**config.mk**
```make
export PLATFORM = sky130hd
export DESIGN_NAME = segdac_front
export DESIGN_NICKNAME = d
export VERILOG_FILES = /design/src/rtl/segdac_pkg.sv /design/src/rtl/segdac_rst_sync.sv /design/src/rtl/segdac_thermo.sv /design/src/rtl/segdac_perm.sv /design/src/rtl/segdac_retime.sv /design/src/rtl/segdac_front.sv
export SDC_FILE = /design/constraint.sdc
export NUM_CORES = 1
export LEC_CHECK = 0
export BUFFER_PORTS_ARGS = -buffer_cell sky130_fd_sc_hd__buf_4
export CAP_MARGIN = 20
export CORE_MARGIN = 5
export CORE_UTILIZATION = 40
export DETAILED_ROUTE_END_ITERATION = 8
export PLACE_DENSITY = 0.69
export SLEW_MARGIN = 20
export SYNTH_ARGS = -nofsm -noshare
export SYNTH_HDL_FRONTEND = slang
export SYNTH_SLANG_ARGS = --single-unit
```
**constraint.sdc**
```tcl
create_clock -name clk -period 1.1 [get_ports clk]
set_clock_uncertainty 0.2 [all_clocks]
set_input_delay 0.165 -clock clk [delete_from_list [all_inputs] [get_ports clk]]
set_output_delay 0.165 -clock clk [all_outputs]
set_load 0.005 [all_outputs]
```
**src/rtl/segdac_pkg.sv**
```systemverilog
package segdac_pkg;

  // Centre element index (1-based) of a row of 2^msb_w-1 unit cells.
  function automatic int centre_of(input int msb_w);
    return 1 << (msb_w - 1);
  endfunction

  // Rank (0-based) at which physical element e (1-based) turns on.
  function automatic int rank_of(input int e, input int msb_w);
    int c;
    c = centre_of(msb_w);
    if (e == c) return 0;
    else if (e < c) return 2 * (c - e) - 1;
    else return 2 * (e - c);
  endfunction

endpackage

```
**src/rtl/segdac_rst_sync.sv**
```systemverilog
module segdac_rst_sync (
  input  logic clk,
  input  logic rst_n,
  output logic rst_q_n
);
  logic meta_q;
  logic meta_d;
  logic out_d;

  always_comb begin
    meta_d = 1'b1;
    out_d  = meta_q;
  end

  always_ff @(posedge clk or negedge rst_n) begin
    if (!rst_n) begin
      meta_q  <= 1'b0;
      rst_q_n <= 1'b0;
    end else begin
      meta_q  <= meta_d;
      rst_q_n <= out_d;
    end
  end
endmodule

```
**src/rtl/segdac_thermo.sv**
```systemverilog
module segdac_thermo #(
  parameter int MSB_W = 4
) (
  input  logic [MSB_W-1:0]        code,
  output logic [(1<<MSB_W)-2:0]   therm
);
  localparam int N_UNIT = (1 << MSB_W) - 1;

  // therm[k] is set when at least k+1 unit cells must be on.
  for (genvar k = 0; k < N_UNIT; k++) begin : g_rank
    localparam logic [MSB_W-1:0] LIMIT = MSB_W'(k);
    assign therm[k] = (code > LIMIT);
  end
endmodule

```
**src/rtl/segdac_perm.sv**
```systemverilog
module segdac_perm #(
  parameter int MSB_W = 4
) (
  input  logic [(1<<MSB_W)-2:0] rank_on,
  output logic [(1<<MSB_W)-2:0] phys_on
);
  import segdac_pkg::*;
  localparam int N_UNIT = (1 << MSB_W) - 1;

  // Physical element e+1 follows the thermometer rank assigned to it.
  for (genvar e = 0; e < N_UNIT; e++) begin : g_elem
    localparam int RANK = rank_of(e + 1, MSB_W);
    assign phys_on[e] = rank_on[RANK];
  end
endmodule

```
**src/rtl/segdac_retime.sv**
```systemverilog
module segdac_retime #(
  parameter int W = 8
) (
  input  logic         clk,
  input  logic         rst_q_n,
  input  logic [W-1:0] d,
  output logic [W-1:0] q
);
  logic [W-1:0] q_nxt;

  always_comb begin
    q_nxt = d;
  end

  // One flop per control line; all share one edge.
  for (genvar i = 0; i < W; i++) begin : g_bit
    always_ff @(posedge clk or negedge rst_q_n) begin
      if (!rst_q_n) q[i] <= 1'b0;
      else          q[i] <= q_nxt[i];
    end
  end
endmodule

```
**src/rtl/segdac_front.sv**
```systemverilog
module segdac_front #(
  parameter int MSB_W = 4,
  parameter int LSB_W = 4,
  localparam int WORD_W = MSB_W + LSB_W,
  localparam int N_UNIT = (1 << MSB_W) - 1,
  localparam int BIN_W  = (LSB_W > 0) ? LSB_W : 1
) (
  input  logic              clk,
  input  logic              rst_n,
  input  logic [WORD_W-1:0] data_in,
  output logic [N_UNIT-1:0] unit_en,
  output logic [BIN_W-1:0]  bin_en
);
  localparam int CTRL_W = N_UNIT + BIN_W;

  logic              rst_q_n;
  logic [MSB_W-1:0]  unit_code;
  logic [N_UNIT-1:0] rank_on;
  logic [N_UNIT-1:0] phys_on;
  logic [BIN_W-1:0]  bin_d;
  logic [CTRL_W-1:0] ctrl_d;
  logic [CTRL_W-1:0] ctrl_q;

  segdac_rst_sync u_rst (
    .clk     (clk),
    .rst_n   (rst_n),
    .rst_q_n (rst_q_n)
  );

  assign unit_code = data_in[WORD_W-1 -: MSB_W];

  if (LSB_W > 0) begin : g_bin
    assign bin_d = data_in[BIN_W-1:0];
  end else begin : g_nobin
    assign bin_d = '0;
  end

  segdac_thermo #(.MSB_W(MSB_W)) u_thermo (
    .code  (unit_code),
    .therm (rank_on)
  );

  segdac_perm #(.MSB_W(MSB_W)) u_perm (
    .rank_on (rank_on),
    .phys_on (phys_on)
  );

  assign ctrl_d = {phys_on, bin_d};

  segdac_retime #(.W(CTRL_W)) u_retime (
    .clk     (clk),
    .rst_q_n (rst_q_n),
    .d       (ctrl_d),
    .q       (ctrl_q)
  );

  assign unit_en = ctrl_q[CTRL_W-1:BIN_W];
  assign bin_en  = ctrl_q[BIN_W-1:0];
endmodule

```
After elaboration in Yosys (flattened, before gate mapping):

Index checks and enable logic that the tools add are counted.

* register bits after elaboration: 21
* output and inout bits: 19
* bits of input ports: 10
* logic and storage cells: 36

* $lt $le $gt $ge: 15

Operator list (number)
* 4-bit greater-than comparator (second input constant): 7
* 4-bit by 3-bit greater-than comparator with 1-bit output (second input constant): 4
* 4-bit by 1-bit greater-than comparator with 1-bit output (second input constant): 2
* 4-bit by 2-bit greater-than comparator with 1-bit output (second input constant): 2

Longest topological paths before layout:

Gate-level depths: netlist of run 1.

* depth in word-level cells: 1
* gate-level depth with buffers: 3
* gate-level depth less buffers: 2

By module:

A second synthesis of run 1 with hierarchy kept.

* cell total of the unflattened synthesis: 61
* area, all modules: 782.0 um2

Modules (own cells, without submodules)
* segdac_retime: area each 475.5 um2, sequential area each 475.5 um2, cells each 19, times used 1
* segdac_thermo: area each 140.1 um2, sequential area each 0.0 um2, cells each 24, times used 1
* segdac_perm: area each 112.6 um2, sequential area each 0.0 um2, cells each 15, times used 1
* segdac_rst_sync: area each 53.8 um2, sequential area each 50.0 um2, cells each 3, times used 1

Worst setup path after synthesis of run 1:

OpenSTA, ideal clock, no wires.

* path kind: input to register
* from: input port data_in[6]
* to: register u_retime.q[10]
* library setup time: 0.131 ns
* stages: 2
* slack: 0.134 ns
* data arrival time: 0.634 ns
* buffers on the path: 1
* data required time: 0.769 ns
* path through: buf_2 -> or3_1

* word-level cells in the longest chain between the ends: 1

RTL lines
* start: declaration: line segdac_front.sv:10 `input logic [WORD_W-1:0] data_in,`
* 4-bit by 1-bit greater-than comparator with 1-bit output: line segdac_thermo.sv:12 `assign therm[k] = (code > LIMIT);`
* net phys_on[6]: line segdac_front.sv:19 `logic [N_UNIT-1:0] phys_on;`
* end signal: indexed assignment: line segdac_retime.sv:19 `else q[i] <= q_nxt[i];`
* end: declaration: line segdac_retime.sv:7 `output logic [W-1:0] q`

The timed path passes the listed nets, and every way through them passes these cells.

Final worst setup path of run 1:

* from: register u_retime.q[14]
* to: output port unit_en[10]

RTL lines
* end: declaration: line segdac_front.sv:11 `output logic [N_UNIT-1:0] unit_en,`

No word-level cell between the ends.

==> results.md, run 1 <==
- Final WS setup: -0.0621 ns
- Reg2reg path depth: 0
- Post-DR vias/cell: 4.54
- Reg-to-reg setup timing slack: 0.43 ns
- Peak supply drop: 1.02 mV
- RSZ-0062 raised after global routing: true
- Placed Area: 876 sq um
- I/O Buffers: 28
- Iter 0 DRT Violations: 3
- Global-route met1 utilization: 0.128
- CTS sink count: 21
- FF+latch count, synth: 21
- Via count: 481
- Max-Cap Viols: 0
- Failing checks: negative hold slack, negative setup slack
- Final non-filler cell area: 1130 sq um
- Hold Path Depth: 1
- Final wirelength: 1300 um
- Power Total: 0.00138 W
- DP Cell Count: 87
- Remaining antenna violation count: 0
- Worst hold start: data_in[7]
- Gr busiest metal: met2
- Sequential-to-total area share from yosys stat: 0.792
- Area Growth Syn to Fin: 69.8%
- Mapped Cells: 46
- Die height: 50.7 um
- Grt met2 use: 0.194
- Share of cells above drive strength 1: 0.400
- Final period util: 1.06
- Final Non-Filler Cells: 106
- Fin nets: 101
- Final GP Congestion: 0.687
- CP cell instances: buf_6
- Largest stage delay on the critical path: 0.40 ns
- Largest net degree at the start of global routing: 20
- Crit Path Max Fanout: 1
- Crit path max-delay cell type: dfrtp_1
- Outcome: finished, violations left
- IO Pins: 29
- Width of the die: 50.7 um
- R2r startpoint: u_rst.meta_q
- CP endpoint kind: primary output
- Total CTS buffers: 3
- DR WL/cell: 12.2 um
- CP bufs+invs: 1
- GRT Resource Usage Total: 0.117
- Distinct cells, synth: 18
- First-pass GRT wire length: 2220 um
- Syn_nets: 56
- TritonCTS clock tree: built
- CTS H-tree lvls: 1
- Diodes inserted: 0
- Vias in the first global route: 532
- Worst-path clk slew: 0.10 ns
- Worst Hold Endpoint: u_retime.q[7]
- Crit Reg-Reg Endpoint: u_rst.rst_q_n
- Final hold slack: -0.146 ns
- Post-DP HPWL: 813 um
- Starting Density: 0.430
- CP Data Arrival Time: 0.80 ns
- Final setup fails: 19
- CP Data Required Time: 0.73 ns
- CP startpoint kind: flop
- Hold crit path type: in2reg
- Cts hold-fix bufs: 15
- Root Driver: clkbuf_4
- DP Worst Slack: 0.0951 ns
- GRT overflow: 0
- GR Util met3: 0.0444
- Row count: 14
- P_leak: 0.548 nW
- Fin crit period: 1.16 ns
- WS Path Type: reg2out
- YS warnings: 0
- CP delay by family, top: flip-flops
- Fin util: 0.731
- Netlist Area Pre-Place: 663 sq um
- Die ar.: 2570 sq um
- Synthesized area per cell: 14.4 sq um
- Final hold vios: 18
- Clock buffer depth: 2
- Clock latency on the worst-skew pair: 0.28 ns
- Core area: 1540 sq um
- Residual DRC: 0
- Power per Cell Area: 1220 nW/um^2
- Fin. max-slew vios: 0
- Number of cells on the critical path: 1
- Initial antenna violation count: 0
- Fmax achieved: 861 MHz
- Drt pass-1 iters: 3
-- synthesized netlist by cell type --
cell type	n	area, sq um
nor2_1	4	15.0
conb_1	1	3.75
inv_1	2	7.51
a21oi_1	1	5.00
buf_6	1	11.3
a31o_2	1	8.76
clkbuf_1	1	3.75
o31a_2	1	10.0
o21a_1	1	7.51
or3_1	1	6.26
buf_2	2	10.0
nand2b_1	1	6.26
o21ai_0	1	5.00
nor2b_1	1	6.26
nand2_1	4	15.0
dfrtp_1	21	526
a21o_2	1	8.76
and3_2	1	7.51
-- placed cells by master (no fill, tap or decap), drive strengths merged --
cell | netlist | final
a21oi | 1 | 1
dlygate4sd3 | 0 | 14
dfrtp | 21 | 21
dlymetal6s4s | 0 | 1
conb | 1 | 1
or3 | 1 | 1
nand2b | 1 | 1
and3 | 1 | 1
o21a | 1 | 1
nand2 | 4 | 4
a31o | 1 | 1
nor2b | 1 | 1
o31a | 1 | 1
o21ai | 1 | 1
a21o | 1 | 1
clkbuf | 1 | 4
nor2 | 4 | 4
buf | 3 | 29
inv | 2 | 2
-- area by class of cell --
class | count | area, sq um
sequential | 21 | 526
timing repair buffer | 44 | 442
fill | 109 | 415
multi-input combinational | 19 | 105
clock buffer | 4 | 26.3
tap | 16 | 20.0
inverter | 2 | 7.51
-- state kept, by name, summed over array words and instances (netlist names) --
register and count:
u_retime.q 19, u_rst.rst_q_n 1, u_rst.meta_q 1
-- timing repair --
action                                 CTS  global route
buffers inserted                         0             0
setup endpoints to repair               19            22
gates resized for setup                 19             2
endpoints found under the hold margin   21             6
-- cells by family after synthesis --
group                  share of synthesized area
and+or+nand+nor                           0.0849
AOI/OAI and AO/OA                         0.0679
buffers and inverters                     0.0491
DFF                                        0.792
other                                    0.00565
-- worst max path at each step --
stage / startpoint / endpoint
after floorplan: data_in[6] / u_retime.q[10]
after global placement: data_in[5] / u_retime.q[10]
after detailed placement: data_in[5] / u_retime.q[10]
after CTS: u_retime.q[10] / unit_en[6]
after global routing: u_retime.q[3] / bin_en[3]
final: u_retime.q[14] / unit_en[10]
-- stage by stage --
stage / setup TNS, ns / hold slack [ns]
global route: -1.97 / -0.174
finish: -0.953 / -0.146
floorplan: 0 / -0.331
detailed placement: 0 / -0.249
global placement: 0 / -0.251
CTS: -1.40 / -0.168
-- routing by layer --
layer  wire, um  up-vias  part of all wire
li1           -      229                 -
met3        136        0              0.10
met4          0        0                 0
met2        655       21              0.51
met1        504      231              0.39
met5          0        -                 0
-- report_power, final --
| part | internal, W | switching (W) | leakage (nW) |
|---|---|---|---|
| combinational | 0.000138 | 0.0000706 | 0.290 |
| clock | 0.000141 | 0.000198 | 0.0150 |
| sequential | 0.000810 | 0.0000168 | 0.243 |
| total | 0.00109 | 0.000285 | 0.548 |
No activity file was read; power rests on OpenSTA's default activity.
==> run 2: changes to the inputs <==
--- a/config.mk
+++ b/config.mk
@@ -11,6 +11,7 @@
 export CORE_UTILIZATION = 40
 export DETAILED_ROUTE_END_ITERATION = 8
 export PLACE_DENSITY = 0.69
+export SKIP_CTS_REPAIR_TIMING = 1
 export SLEW_MARGIN = 20
 export SYNTH_ARGS = -nofsm -noshare
 export SYNTH_HDL_FRONTEND = slang
==> run 2 against run 1 <==
Effect of this change: the flow still finishes with violations (negative hold slack, negative setup slack); final cell count shrank 0.94%; die area did not move; first-iteration DRC count fell by 33%; routed wire length fell by 1.4%; fmax barely moved; sequential power hardly changed; sequential share of layout area grew 0.68 points; utilization is 1.1 points lower; clock-buffer cell count did not move; clock power about the same; largest power group unchanged.
==> results.md, run 2 (synthesis results as in run 1) <==
- Outcome: finished, violations left
- Failing checks: negative hold slack, negative setup slack
- DP Worst Slack: 0.0951 ns
- Post-DR vias/cell: 4.41
- CTS H-tree lvls: 1
- Final-layout fill cell count: 112
- Clock buffer depth: 2
- Max FFs per register: 19
- Fin. max-slew vios: 0
- Peak supply drop: 1.02 mV
- Width of the die: 50.7 um
- Final non-filler cell area: 1110 sq um
- RSZ-0062 raised after global routing: true
- Placed Area: 876 sq um
- Share of cells above drive strength 1: 0.404
- Remaining antenna violation count: 0
- Max-Cap Viols: 0
- GRT overflow: 0
- Fin crit period: 1.16 ns
- Root Driver: clkbuf_4
- CP delay by family, top: flip-flops
- Final setup fails: 20
- Largest stage delay on the critical path: 0.39 ns
- Final hold vios: 17
- Vias in the first global route: 439
- Diodes inserted: 0
- Clock latency on the worst-skew pair: 0.29 ns
- Final period util: 1.06
- First-pass GRT wire length: 1860 um
- DR WL/cell: 12.2 um
- Core area: 1540 sq um
- Fmax achieved: 861 MHz
- Post-DP HPWL: 813 um
- Crit path max-delay cell type: dfrtp_1
- CP cell instances: buf_6
- Starting Density: 0.430
- Via count: 463
- Initial antenna violation count: 0
- Most frequent cells in the layout: 21 x dfrtp_1, 18 x buf_6, 14 x dlygate4sd3_1, 11 x buf_4
- CP Data Required Time: 0.73 ns
- Area Growth Syn to Fin: 67.4%
- WS Path Type: reg2out
- GRT Resource Usage Total: 0.0972
- CP endpoint kind: primary output
- CP startpoint kind: flop
- Die ar.: 2570 sq um
- Crit Path Max Fanout: 1
- TritonCTS clock tree: built
- Iter 0 DRT Violations: 2
- Final GP Congestion: 0.687
- Total CTS buffers: 3
- Final wirelength: 1280 um
- Hold crit path type: in2reg
- Residual DRC: 0
- P_leak: 0.532 nW
- CP bufs+invs: 1
- Final hold slack: -0.149 ns
- Top Registers: u_retime.q (19), u_rst.meta_q (1), u_rst.rst_q_n (1)
- Commonest non-fill, non-tap cell in the layout: dfrtp_1
- Drt pass-1 iters: 4
- Most flops, register: u_retime.q
- Die height: 50.7 um
- Row count: 14
- Worst-path clk slew: 0.10 ns
- Largest net degree at the start of global routing: 20
- Power per Cell Area: 1240 nW/um^2
- Area of the multi-input gates: 105 sq um
- Fin nets: 100
- I/O Buffers: 28
- CTS sink count: 21
- CP Data Arrival Time: 0.80 ns
- Final WS setup: -0.0611 ns
- Reg area: 526 sq um
- IO Pins: 29
==> run 2: cell types whose count changed in the layout (fill, tap and decap cells not counted) <==
cell / before / now
buf_4: 10 / 11
buf_6: 19 / 18
dlymetal6s4s_1: 1 / 0
o21ai_0: 0 / 1
o21ai_1: 1 / 0
==> run 2: final timing paths <==
kind / from / endpoint / slack (ns) / cells after the start
worst max-delay path: u_retime.q[14] / unit_en[10] / -0.06 / 1
worst max register to register: u_rst.meta_q / u_rst.rst_q_n / 0.43 / 0
worst min register to register: u_rst.rst_q_n / u_retime.q[0] / 0 / 1
max in group asynchronous: rst_n / u_rst.meta_q / 0.02 / 3
worst min-delay path: data_in[7] / u_retime.q[7] / -0.15 / 1
min in group asynchronous: u_rst.rst_q_n / u_retime.q[0] / 0 / 1
==> run 2: cell type report <==
cell class | count | area share
clock buffers | 4 | 0.0237
inverters | 2 | 0.00676
multi-input cells | 19 | 0.0947
repair buffers | 43 | 0.383
flip-flops and latches | 21 | 0.474
well taps | 16 | 0.0180
==> run 2: per-layer routing <==
metal	vias to the layer above	part of all wire	GRT usage
li1	225	-	-
met3	0	0.11	0.0503
met1	215	0.42	0.107
met2	23	0.47	0.145
met5	-	0	0
met4	0	0	0.0638
==> run 2: power by group <==
group / leakage [nW] / internal [W] / switching, W
sequential: 0.243 / 0.000810 / 0.0000164
clock: 0.0150 / 0.000141 / 0.000199
combinational: 0.273 / 0.000134 / 0.0000702
total: 0.532 / 0.00109 / 0.000286
==> run 2: through the flow <==
step                      instances  setup TNS (ns)   util  power (W)  hold slack [ns]
final                           105          -0.991  0.720    0.00137           -0.149
after global routing            105           -1.97  0.720    0.00146           -0.170
after CTS                        91           -1.39  0.585    0.00133           -0.582
after detailed placement         87               0  0.568   0.000980           -0.249
after global placement           87               0  0.568   0.000978           -0.251
after floorplan                  46               0      -   0.000891           -0.331
